===== src/rtl/cpv_pkg.sv =====
package cpv_pkg;
   localparam int ST_W    = 5;
   localparam int ST_OOR  = 0;
   localparam int ST_ADDR = 1;
   localparam int ST_WPV  = 2;
   localparam int ST_SKIP = 3;
   localparam int ST_SEQ  = 4;

   localparam logic [5:0] CMD_WR_ONE    = 6'd24;
   localparam logic [5:0] CMD_WR_MULTI  = 6'd25;
   localparam logic [5:0] CMD_PROT_SET  = 6'd28;
   localparam logic [5:0] CMD_PROT_CLR  = 6'd29;
   localparam logic [5:0] CMD_PROT_SEND = 6'd30;
   localparam logic [5:0] CMD_ER_START  = 6'd32;
   localparam logic [5:0] CMD_ER_END    = 6'd33;
   localparam logic [5:0] CMD_ERASE     = 6'd38;

   localparam int HC_SHIFT = 9;
endpackage


===== src/rtl/cpv_addr_scale.sv =====
module cpv_addr_scale #(
   parameter int SIZE_W = 41
) (
   input  logic [31:0]       arg,
   input  logic              hc,
   output logic [SIZE_W-1:0] byte_addr
);
   import cpv_pkg::*;

   generate
      if (SIZE_W < 32 + HC_SHIFT) begin : g_bad_width
         $error("cpv_addr_scale: SIZE_W too small for scaled block numbers");
      end
   endgenerate

   always_comb begin
      if (hc) byte_addr = SIZE_W'(arg) << HC_SHIFT;
      else    byte_addr = SIZE_W'(arg);
   end
endmodule


===== src/rtl/cpv_wp_map.sv =====
module cpv_wp_map #(
   parameter int GROUPS    = 32,
   parameter int SIZE_W    = 41,
   parameter int GRP_SHIFT = 12
) (
   input  logic              clk,
   input  logic              rst_n,
   input  logic              set_en,
   input  logic              clr_en,
   input  logic [SIZE_W-1:0] upd_addr,
   input  logic [SIZE_W-1:0] chk_addr,
   input  logic [SIZE_W-1:0] rng_lo,
   input  logic [SIZE_W-1:0] rng_hi,
   output logic [GROUPS-1:0] bits,
   output logic              chk_hit,
   output logic              rng_hit,
   output logic [31:0]       win_word
);
   localparam int EXT_W = GROUPS + 32;

   generate
      if (GROUPS < 1 || GROUPS > 64) begin : g_bad_groups
         $error("cpv_wp_map: GROUPS out of range");
      end
      if (GRP_SHIFT < 9 || GRP_SHIFT >= SIZE_W) begin : g_bad_shift
         $error("cpv_wp_map: GRP_SHIFT out of range");
      end
   endgenerate

   logic [SIZE_W-1:0] upd_g, chk_g, lo_g, hi_g;
   logic [GROUPS-1:0] rng_mask, chk_mask;
   logic [EXT_W-1:0]  ext;

   assign upd_g = upd_addr >> GRP_SHIFT;
   assign chk_g = chk_addr >> GRP_SHIFT;
   assign lo_g  = rng_lo   >> GRP_SHIFT;
   assign hi_g  = rng_hi   >> GRP_SHIFT;

   genvar g;
   generate
      for (g = 0; g < GROUPS; g++) begin : g_grp
         logic prot_q;
         logic sel;
         assign sel = (upd_g == SIZE_W'(g));
         always_ff @(posedge clk or negedge rst_n) begin
            if (!rst_n)             prot_q <= 1'b0;
            else if (set_en && sel) prot_q <= 1'b1;
            else if (clr_en && sel) prot_q <= 1'b0;
         end
         assign bits[g]     = prot_q;
         assign rng_mask[g] = (lo_g <= SIZE_W'(g)) && (SIZE_W'(g) <= hi_g);
         assign chk_mask[g] = (chk_g == SIZE_W'(g));
      end
   endgenerate

   assign rng_hit  = |(rng_mask & bits);
   assign chk_hit  = |(chk_mask & bits);
   assign ext      = EXT_W'(bits) >> chk_g;
   assign win_word = ext[31:0];


   map_stable_chk: assert property (@(posedge clk) disable iff (!rst_n)
      !(set_en || clr_en) |=> $stable(bits));
endmodule


===== src/rtl/cpv_status.sv =====
module cpv_status #(
   parameter int W = 5
) (
   input  logic         clk,
   input  logic         rst_n,
   input  logic         clr,
   input  logic [W-1:0] raise,
   output logic [W-1:0] status
);
   always_ff @(posedge clk or negedge rst_n) begin
      if (!rst_n)   status <= '0;
      else if (clr) status <= raise;
      else          status <= status | raise;
   end


   status_sticky_chk: assert property (@(posedge clk) disable iff (!rst_n)
      !clr |=> ((status & $past(status)) == $past(status)));


   raise_kept_chk: assert property (@(posedge clk) disable iff (!rst_n)
      (raise != '0) |=> ((status & $past(raise)) == $past(raise)));
endmodule


===== src/rtl/card_protect_validator.sv =====
module card_protect_validator #(
   parameter int GROUPS    = 32,
   parameter int GRP_SHIFT = 12,
   parameter int SIZE_W    = 41,
   parameter int BLK_LEN   = 512
) (
   input  logic              clk,
   input  logic              rst_n,
   input  logic              cmd_valid,
   input  logic [5:0]        cmd_index,
   input  logic [31:0]       cmd_arg,
   input  logic              high_cap,
   input  logic [SIZE_W-1:0] card_size,
   input  logic [1:0]        csd_prot,
   input  logic              stat_clr,
   output logic [4:0]        status,
   output logic [GROUPS-1:0] wp_bits,
   output logic [31:0]       prot_word,
   output logic              rsp_valid,
   output logic              rsp_busy,
   output logic              illegal,
   output logic              erase_done,
   output logic              csd_erase_flag
);
   import cpv_pkg::*;

   localparam int SUM_W = SIZE_W + 1;

   generate
      if (BLK_LEN < 1) begin : g_bad_blk
         $error("card_protect_validator: BLK_LEN must be positive");
      end
   endgenerate

   logic [SIZE_W-1:0] cmd_addr, es_b, ee_b;
   logic [31:0]       er_start, er_end;
   logic              er_start_ok, er_end_ok;
   logic              is_wr, is_set, is_clr, is_send, is_prot;
   logic              is_estart, is_eend, is_erase;
   logic              std_card, set_en, clr_en, prot_addr_bad;
   logic              wr_addr_bad, er_oor, er_go, er_ok;
   logic              chk_hit, rng_hit;
   logic [31:0]       win_word;
   logic [ST_W-1:0]   raise;

   cpv_addr_scale #(.SIZE_W(SIZE_W)) u_cmd_scale (
      .arg(cmd_arg), .hc(high_cap), .byte_addr(cmd_addr));
   cpv_addr_scale #(.SIZE_W(SIZE_W)) u_es_scale (
      .arg(er_start), .hc(high_cap), .byte_addr(es_b));
   cpv_addr_scale #(.SIZE_W(SIZE_W)) u_ee_scale (
      .arg(er_end), .hc(high_cap), .byte_addr(ee_b));

   always_comb begin
      std_card  = !high_cap;
      is_wr     = cmd_valid && (cmd_index == CMD_WR_ONE || cmd_index == CMD_WR_MULTI);
      is_set    = cmd_valid && (cmd_index == CMD_PROT_SET);
      is_clr    = cmd_valid && (cmd_index == CMD_PROT_CLR);
      is_send   = cmd_valid && (cmd_index == CMD_PROT_SEND);
      is_estart = cmd_valid && (cmd_index == CMD_ER_START);
      is_eend   = cmd_valid && (cmd_index == CMD_ER_END);
      is_erase  = cmd_valid && (cmd_index == CMD_ERASE);
      is_prot   = is_set || is_clr || is_send;

      prot_addr_bad = (is_set || is_clr) && std_card && (cmd_addr >= card_size);
      set_en        = is_set && std_card && !prot_addr_bad;
      clr_en        = is_clr && std_card && !prot_addr_bad;

      wr_addr_bad = is_wr &&
         ((SUM_W'(cmd_addr) + SUM_W'(BLK_LEN)) > SUM_W'(card_size));

      er_oor = (es_b > card_size) || (ee_b > card_size);
      er_go  = is_erase && er_start_ok && er_end_ok;
      er_ok  = er_go && !er_oor;

      raise          = '0;
      raise[ST_OOR]  = er_go && er_oor;
      raise[ST_ADDR] = wr_addr_bad || prot_addr_bad;
      raise[ST_WPV]  = is_wr && !wr_addr_bad &&
                       ((std_card && chk_hit) || (csd_prot != 2'b00));
      raise[ST_SKIP] = er_ok && std_card && rng_hit;
      raise[ST_SEQ]  = is_erase && !(er_start_ok && er_end_ok);
   end

   cpv_wp_map #(.GROUPS(GROUPS), .SIZE_W(SIZE_W), .GRP_SHIFT(GRP_SHIFT)) u_map (
      .clk(clk), .rst_n(rst_n), .set_en(set_en), .clr_en(clr_en),
      .upd_addr(cmd_addr), .chk_addr(cmd_addr), .rng_lo(es_b), .rng_hi(ee_b),
      .bits(wp_bits), .chk_hit(chk_hit), .rng_hit(rng_hit), .win_word(win_word));

   cpv_status #(.W(ST_W)) u_status (
      .clk(clk), .rst_n(rst_n), .clr(stat_clr), .raise(raise), .status(status));

   always_ff @(posedge clk or negedge rst_n) begin
      if (!rst_n) begin
         er_start       <= '0;
         er_end         <= '0;
         er_start_ok    <= 1'b0;
         er_end_ok      <= 1'b0;
         rsp_valid      <= 1'b0;
         rsp_busy       <= 1'b0;
         illegal        <= 1'b0;
         erase_done     <= 1'b0;
         csd_erase_flag <= 1'b0;
         prot_word      <= '0;
      end else begin
         rsp_valid  <= is_wr || is_erase || is_estart || is_eend || (is_prot && std_card);
         rsp_busy   <= is_erase || ((is_set || is_clr) && std_card);
         illegal    <= is_prot && high_cap;
         erase_done <= er_ok;
         if (er_ok) csd_erase_flag <= 1'b1;
         if (is_send && std_card) prot_word <= win_word;
         if (er_go) begin
            er_start_ok <= 1'b0;
            er_end_ok   <= 1'b0;
         end else begin
            if (is_estart) begin
               er_start    <= cmd_arg;
               er_start_ok <= 1'b1;
            end
            if (is_eend) begin
               er_end    <= cmd_arg;
               er_end_ok <= 1'b1;
            end
         end
      end
   end


   illegal_excl_chk: assert property (@(posedge clk) disable iff (!rst_n)
      illegal |-> !rsp_valid);


   illegal_hc_chk: assert property (@(posedge clk) disable iff (!rst_n)
      $rose(illegal) |-> $past(high_cap));


   send_not_busy_chk: assert property (@(posedge clk) disable iff (!rst_n)
      (rsp_valid && $past(cmd_index) == CMD_PROT_SEND) |-> !rsp_busy);


   erase_flag_chk: assert property (@(posedge clk) disable iff (!rst_n)
      erase_done |-> csd_erase_flag);


   erase_pulse_chk: assert property (@(posedge clk) disable iff (!rst_n)
      erase_done |=> !erase_done);
endmodule


===== config.mk =====
export PLATFORM = sky130hd
export DESIGN_NAME = card_protect_validator
export DESIGN_NICKNAME = d
export VERILOG_FILES = /design/src/rtl/cpv_pkg.sv /design/src/rtl/cpv_addr_scale.sv /design/src/rtl/cpv_wp_map.sv /design/src/rtl/cpv_status.sv /design/src/rtl/card_protect_validator.sv
export SDC_FILE = /design/constraint.sdc
export NUM_CORES = 1
export LEC_CHECK = 0
export BUFFER_PORTS_ARGS = -buffer_cell sky130_fd_sc_hd__buf_2
export CAP_MARGIN = 10
export CORE_MARGIN = 2
export CORE_UTILIZATION = 44
export DETAILED_ROUTE_END_ITERATION = 10
export PLACE_DENSITY = 0.63
export SYNTH_ARGS = -nofsm -noshare
export SYNTH_HDL_FRONTEND = slang
export SYNTH_SLANG_ARGS = --single-unit

===== constraint.sdc =====
create_clock -name clk -period 3 [get_ports clk]
set_input_delay 0.6 -clock clk [delete_from_list [all_inputs] [get_ports clk]]
set_output_delay 0.6 -clock clk [all_outputs]
set_load 0.01 [all_outputs]

# After elaboration in Yosys (flattened, before gate mapping)

Index checks and enable logic that the tools add are counted.

Output and inout port bits: 74
Flip-flop bits (word level): 140
Input port bits: 86
Logic and storage cells: 408

Mux-type cells: 72
Add/sub/neg operators: 1
Bitwise operators: 4
Eq/ne operators: 39
Magnitude comparators: 68
Reductions and logical operators: 180
Shift-type cells: 1

Operator list:

| kind                                                             | count |
|---|---|
| equality test 29 x 5 -> 1 bit (second input constant)            | 16 |
| less-or-equal comparator 29 x 5 -> 1 bit (second input constant) | 16 |
| less-or-equal comparator 5 x 29 -> 1 bit (first input constant)  | 16 |
| equality test 29 x 4 -> 1 bit (second input constant)            | 8 |
| less-or-equal comparator 29 x 4 -> 1 bit (second input constant) | 8 |
| less-or-equal comparator 4 x 29 -> 1 bit (first input constant)  | 8 |
| logical AND 1 bit                                                | 124 |
| two-way mux 41 bit                                               | 3 |
| equality test 29 x 3 -> 1 bit (second input constant)            | 4 |
| less-or-equal comparator 29 x 3 -> 1 bit (second input constant) | 4 |
| less-or-equal comparator 3 x 29 -> 1 bit (first input constant)  | 4 |
| greater-than comparator 41 bit                                   | 2 |
| nonzero test 2 bit                                               | 35 |
| two-way mux 1 bit                                                | 68 |
| AND 32 bit                                                       | 2 |
| OR reduction 32 bit                                              | 2 |
| equality test 29 x 2 -> 1 bit (second input constant)            | 2 |
| less-or-equal comparator 1 x 29 -> 1 bit (first input constant)  | 2 |
| less-or-equal comparator 2 x 29 -> 1 bit (first input constant)  | 2 |
| less-or-equal comparator 29 x 1 -> 1 bit (second input constant) | 2 |
| less-or-equal comparator 29 x 2 -> 1 bit (second input constant) | 2 |
| adder 41 x 10 -> 42 bit (second input constant)                  | 1 |
| greater-than comparator 42 x 41 -> 1 bit                         | 1 |
| greater-or-equal comparator 41 bit                               | 1 |
| other kinds (11)                                                 | 32 |

# Longest topological paths before layout

Word-level depth: 10
Gate-level depth with buffers: 26
Mapped depth without buffers: 20

# Hierarchy

Synthesis repeated with hierarchy kept, for this count alone.

Cell total of the unflattened synthesis: 1,521
Area, all modules: 13,827.0 µm²

By module, submodules not included:

| module                 | times used | area each (µm²) | cells an instance | seq. area each (µm²) |
|---|---|---|---|---|
| card_protect_validator | 1          | 7,975.1         | 787               | 2,577.5 |
| cpv_wp_map             | 1          | 4,454.3         | 588               | 800.8 |
| cpv_addr_scale         | 3          | 410.4           | 45                | 0.0 |
| cpv_status             | 1          | 166.4           | 11                | 125.1 |

# Worst setup path after synthesis

OpenSTA, ideal clock, no wires.

Path type: input -> register
Start point: input port high_cap
End point: register u_status.status[1]
Arrival time: 5.803 ns
Setup time: 0.126 ns
Data required time: 2.874 ns
Stages on the path: 25
Slack: -2.929 ns
Buffers on the path: 7
Cells stage by stage: buf_2 -> buf_2 -> clkbuf_1 -> buf_2 -> buf_2 -> clkbuf_1 -> clkbuf_1 -> mux2_2 -> ha_1 -> nand2_1 -> inv_1 -> and3_1 -> nor3b_1 -> nand4_1 -> nor2_1 -> xor2_1 -> ha_1 -> a21o_1 -> a21o_1 -> a211oi_1 -> o21ai_0 -> a221o_1 -> and4b_1 -> o22ai_1 -> a221o_1

Longest elaborated chain between the ends: 7
Elaborated cells on any way between the ends: 11
Classes of those cells: 1 x add/sub; 2 x order compare; 2 x mux; 1 x bitwise; 5 x reduce/logical

RTL lines:

| item                                     | line                         | RTL |
|---|---|---|
| from (decl)                              | card_protect_validator.sv:12 | `input logic high_cap,` |
| two-way mux 41 bit                       | cpv_addr_scale.sv:17         | `if (hc) byte_addr = SIZE_W'(arg) << HC_SHIFT;` |
| adder 41 x 10 -> 42 bit                  | card_protect_validator.sv:69 | `((SUM_W'(cmd_addr) + SUM_W'(BLK_LEN)) > SUM_W'(card_size));` |
| greater-than comparator 42 x 41 -> 1 bit | card_protect_validator.sv:69 |  |
| logical AND 1 bit                        | card_protect_validator.sv:68 | `wr_addr_bad = is_wr &&` |
| logical OR 1 bit *                       | card_protect_validator.sv:77 | `raise[ST_ADDR] = wr_addr_bad \|\| prot_addr_bad;` |
| OR 5 bit                                 | cpv_status.sv:13             | `else status <= status \| raise;` |
| two-way mux 5 bit *                      | cpv_status.sv:12             | `else if (clr) status <= raise;` |
| to (signal assigned)                     | cpv_status.sv:12             |  |
| to (signal assigned)                     | cpv_status.sv:13             |  |
| to (decl)                                | cpv_status.sv:8              | `output logic [W-1:0] status` |

Every way passes the cells marked *; elsewhere a longest branch is shown, timed or not.
A chain may end at the register's enable or synchronous reset.

# Worst setup path after layout

Ends and elaborated chain as after synthesis.

==> impl_metrics.py <==
metrics = {
    "status": {
        "status": "finished, violations left",
        "violations": "setup timing",
    },
    "worst_hold_path": {
        "min_path_type": "in -> async",
    },
    "synthesis": {
        "synth_edf_count": 0,
        "synth_top_area_share_pct": 24.36,
        "synth_cells": 1695,
        "syn_nets": 1936,
        "yosys_warnings": 0,
        "synth-seq-cells": 140,
        "synthTopCellsByArea": "dfrtp_1, ha_1, mux2_2, mux2i_1, nand2_1",
        "synth-seq-area-share_pct": 24.36,
        "synth.top_cells.by_count": "nand2_1, ha_1, dfrtp_1",
        "synth_area_um2": 14380,
        "synth_area_leader_cell": "dfrtp_1",
        "postSynth.asyncResetShare_pct": 100.0,
        "ys_types": 87,
        "avgSynthCellArea_um2": 8.485,
        "synth_most_common_cell": "nand2_1",
        "ys.flop_type": "dfrtp_1",
    },
    "setup_path": {
        "required_ns": 3.34,
        "cp.arrival_ns": 4.31,
        "worst_setup_path_end_kind": "flop",
        "path_class": "in -> reg",
        "worstPathMaxFanout": 7,
        "startpoint_type": "primary input",
    },
    "finish": {
        "layout.nets": 2416,
        "drive_gt1_share_pct": 39.76,
        "fin_cells": 2631,
        "nFillCells": 2904,
        "syn2layout_area_growth_pct": 39.39,
    },
    "floorplan": {
        "initial_core_util_pct": 44.43,
        "ios": 160,
        "core_um2": 32370,
        "rows": 66,
        "die_h_um": 184.8,
        "design.die.area_um2": 34150,
        "die_w_um": 184.8,
    },
    "clock_network": {
        "root_buffer": "clkbuf_16",
        "cts-htree-levels": 4,
        "cts_inserted_buffers": 17,
        "clkTransAtPathRegs_ns": 0.07,
        "cts_tree": "yes",
        "cts_sinks": 140,
        "cts_buffer_depth": 2,
        "hold_buffers": 0,
        "worstSkewPairLatency_ns": 0.46,
    },
    "sta": {
        "setup_viol": 60,
        "fmax_mhz": 251.5,
        "finalClockSkew_ns": 0.01736,
        "max_slew.worst_pin.slew_ns": 0.8535,
        "hold_violations": 0,
        "period_share_pct": 132.5,
        "setup_ws_ns": -0.9763,
        "rsz0062_at_grt": "true",
        "maxSlewHeadroom_pct": 42.50,
        "period_needed_ns": 3.976,
        "report.final.slew_viol_count": 0,
    },
    "power_and_ir_drop": {
        "vdd_drop_max_mv": 0.4540,
        "power_density_nw_per_um2": 357.4,
        "p_leak_uw": 0.009890,
    },
    "route": {
        "drcViolationCount": 0,
        "ant_nets": 0,
        "routed_wirelength_um": 62770,
        "drt_pre_antenna_iters": 6,
        "dr_total_vias": 15900,
        "drt-initial-drc-count": 1644,
        "vias_per_cell": 6.043,
        "wire_per_inst_um": 23.86,
    },
    "global_route": {
        "grt_pass1_vias": 15130,
        "grt_max_degree": 49,
        "antenna_found_initial": 1,
        "grt-ovfl-total": 0,
        "grt_pass1_wl_um": 93190,
        "grt_usage_pct": 36.62,
    },
    "place": {
        "placed_cells": 2576,
        "place_congestion": 0.9909,
        "post-place-ws_ns": -1.638,
        "io_buffer_count": 159,
        "dp_hpwl_um": 50180,
    },
    "run": {
        "maxCapViolations": 0,
    },
}
[power breakdown]
group	switching, uW	total, uW	internal [uW]
registers	133	2140	2010
clock network	1050	2240	1190
logic	1510	2780	1280
total	2690	7170	4480
[flip-flops by register name, summed over array words and instances (netlist names)]
register / count
er_start_ok: 1
u_map.g_grp.prot_q: 32
rsp_valid: 1
er_end_ok: 1
er_start: 32
rsp_busy: 1
u_status.status: 5
prot_word: 32
erase_done: 1
er_end: 32
illegal: 1
csd_erase_flag: 1
[critical path: stages]
cell and delay, ns:
bufbuf_16 0.25, nand3_2 0.08, o21ai_2 0.08, and3_4 0.22
buf_4 0.11, and3_4 0.19, nor3b_4 0.26, nand4_1 0.20
buf_4 0.21, nor2_1 0.13, xnor2_1 0.13, ha_1 0.26
nand4_1 0.12, nor2_1 0.06, a211oi_2 0.19, o21ai_1 0.12
a221o_1 0.35, and4b_2 0.32, o22ai_4 0.13, a221o_1 0.30
[final timing paths]
check / from / endpoint / slack (ns) / depth (start not counted)
max in group asynchronous: rst_n / prot_word[26] / 2.16 / 2
setup reg to reg: er_end[24] / u_status.status[3] / -0.32 / 11
setup / recovery: high_cap / u_status.status[1] / -0.98 / 20
min in group clk: stat_clr / u_status.status[3] / 0.37 / 2
hold reg to reg: prot_word[4] / prot_word[4] / 0.48 / 2
hold / removal: rst_n / er_end_ok / 0.09 / 1
[layout make-up]
cell class                      instances  area (um2)  share of cell area [%]
Clock inverter                         14       145.1                  0.7240
Inverter                               96       360.3                   1.797
Timing Repair Buffer                  575        4232                   21.11
Antenna cell                            1       2.502                 0.01248
Tap cell                              442       553.0                   2.759
Clock buffer                           18       439.2                   2.191
Sequential cell                       140        3503                   17.47
Multi-Input combinational cell       1345       10810                   53.94
[through the flow]
step | util, % | setup TNS (ns) | area [um2] | power [uW] | hold WS (ns)
after detailed placement | 57.00 | -62.83 | 18450 | 4750 | 0.4592
after floorplan | - | -34.44 | 14710 | 3448 | 0.3044
final | 61.93 | -16.76 | 20050 | 7166 | 0.08693
after global placement | 57.00 | -61.29 | 18450 | 4717 | 0.4510
after CTS | 61.40 | -13.85 | 19880 | 7068 | 0.08939
after global routing | 61.92 | -22.56 | 20050 | 7445 | 0.1044
[layer usage]
metal	GRT usage, %	vias to the layer above	wire length (um)
met5	0	-	0
met4	12.10	0	2105
met3	7.589	148	5823
met2	54.92	832	27000
met1	52.29	7713	27840
li1	-	7205	-
[logic make-up after synthesis]
family	share of synthesized area [%]
multiplexers	15.03
XOR/XNOR	1.644
adder cells (fa/ha/maj)	13.55
flip-flops	24.36
buffers and inverters	6.586
AO/OA/AOI/OAI	18.49
AND/OR/NAND/NOR	20.34
[cells in the final DEF, fill, tap and decap left out, types with 9 or more instances in the layout]
cell / n
a211oi_1: 20
a21o_1: 33
a21oi_1: 72
a21oi_2: 13
a22o_1: 12
a22oi_1: 11
a31oi_1: 16
and2_1: 39
and3_1: 14
buf_12: 10
buf_2: 151
buf_4: 381
buf_6: 26
clkbuf_16: 17
dfrtp_1: 140
ha_1: 154
inv_1: 95
mux2_2: 112
mux2i_1: 69
nand2_1: 158
nand2b_1: 13
nand3_1: 43
nand4_1: 36
nor2_1: 95
nor2b_1: 38
nor3_1: 27
nor3_2: 9
nor3_4: 12
nor4_1: 13
o211ai_1: 17
o21ai_0: 41
o21ai_1: 21
o21ai_2: 12
xnor2_1: 22
[what timing repair did]
action / CTS / global route
resized for setup: 131 / 56
buffers inserted: 24 / 6
setup endpoints to repair: 66 / 67
cloned: 3 / 0
pin swaps: 37 / 33
(Power assumes the default switching activity.)
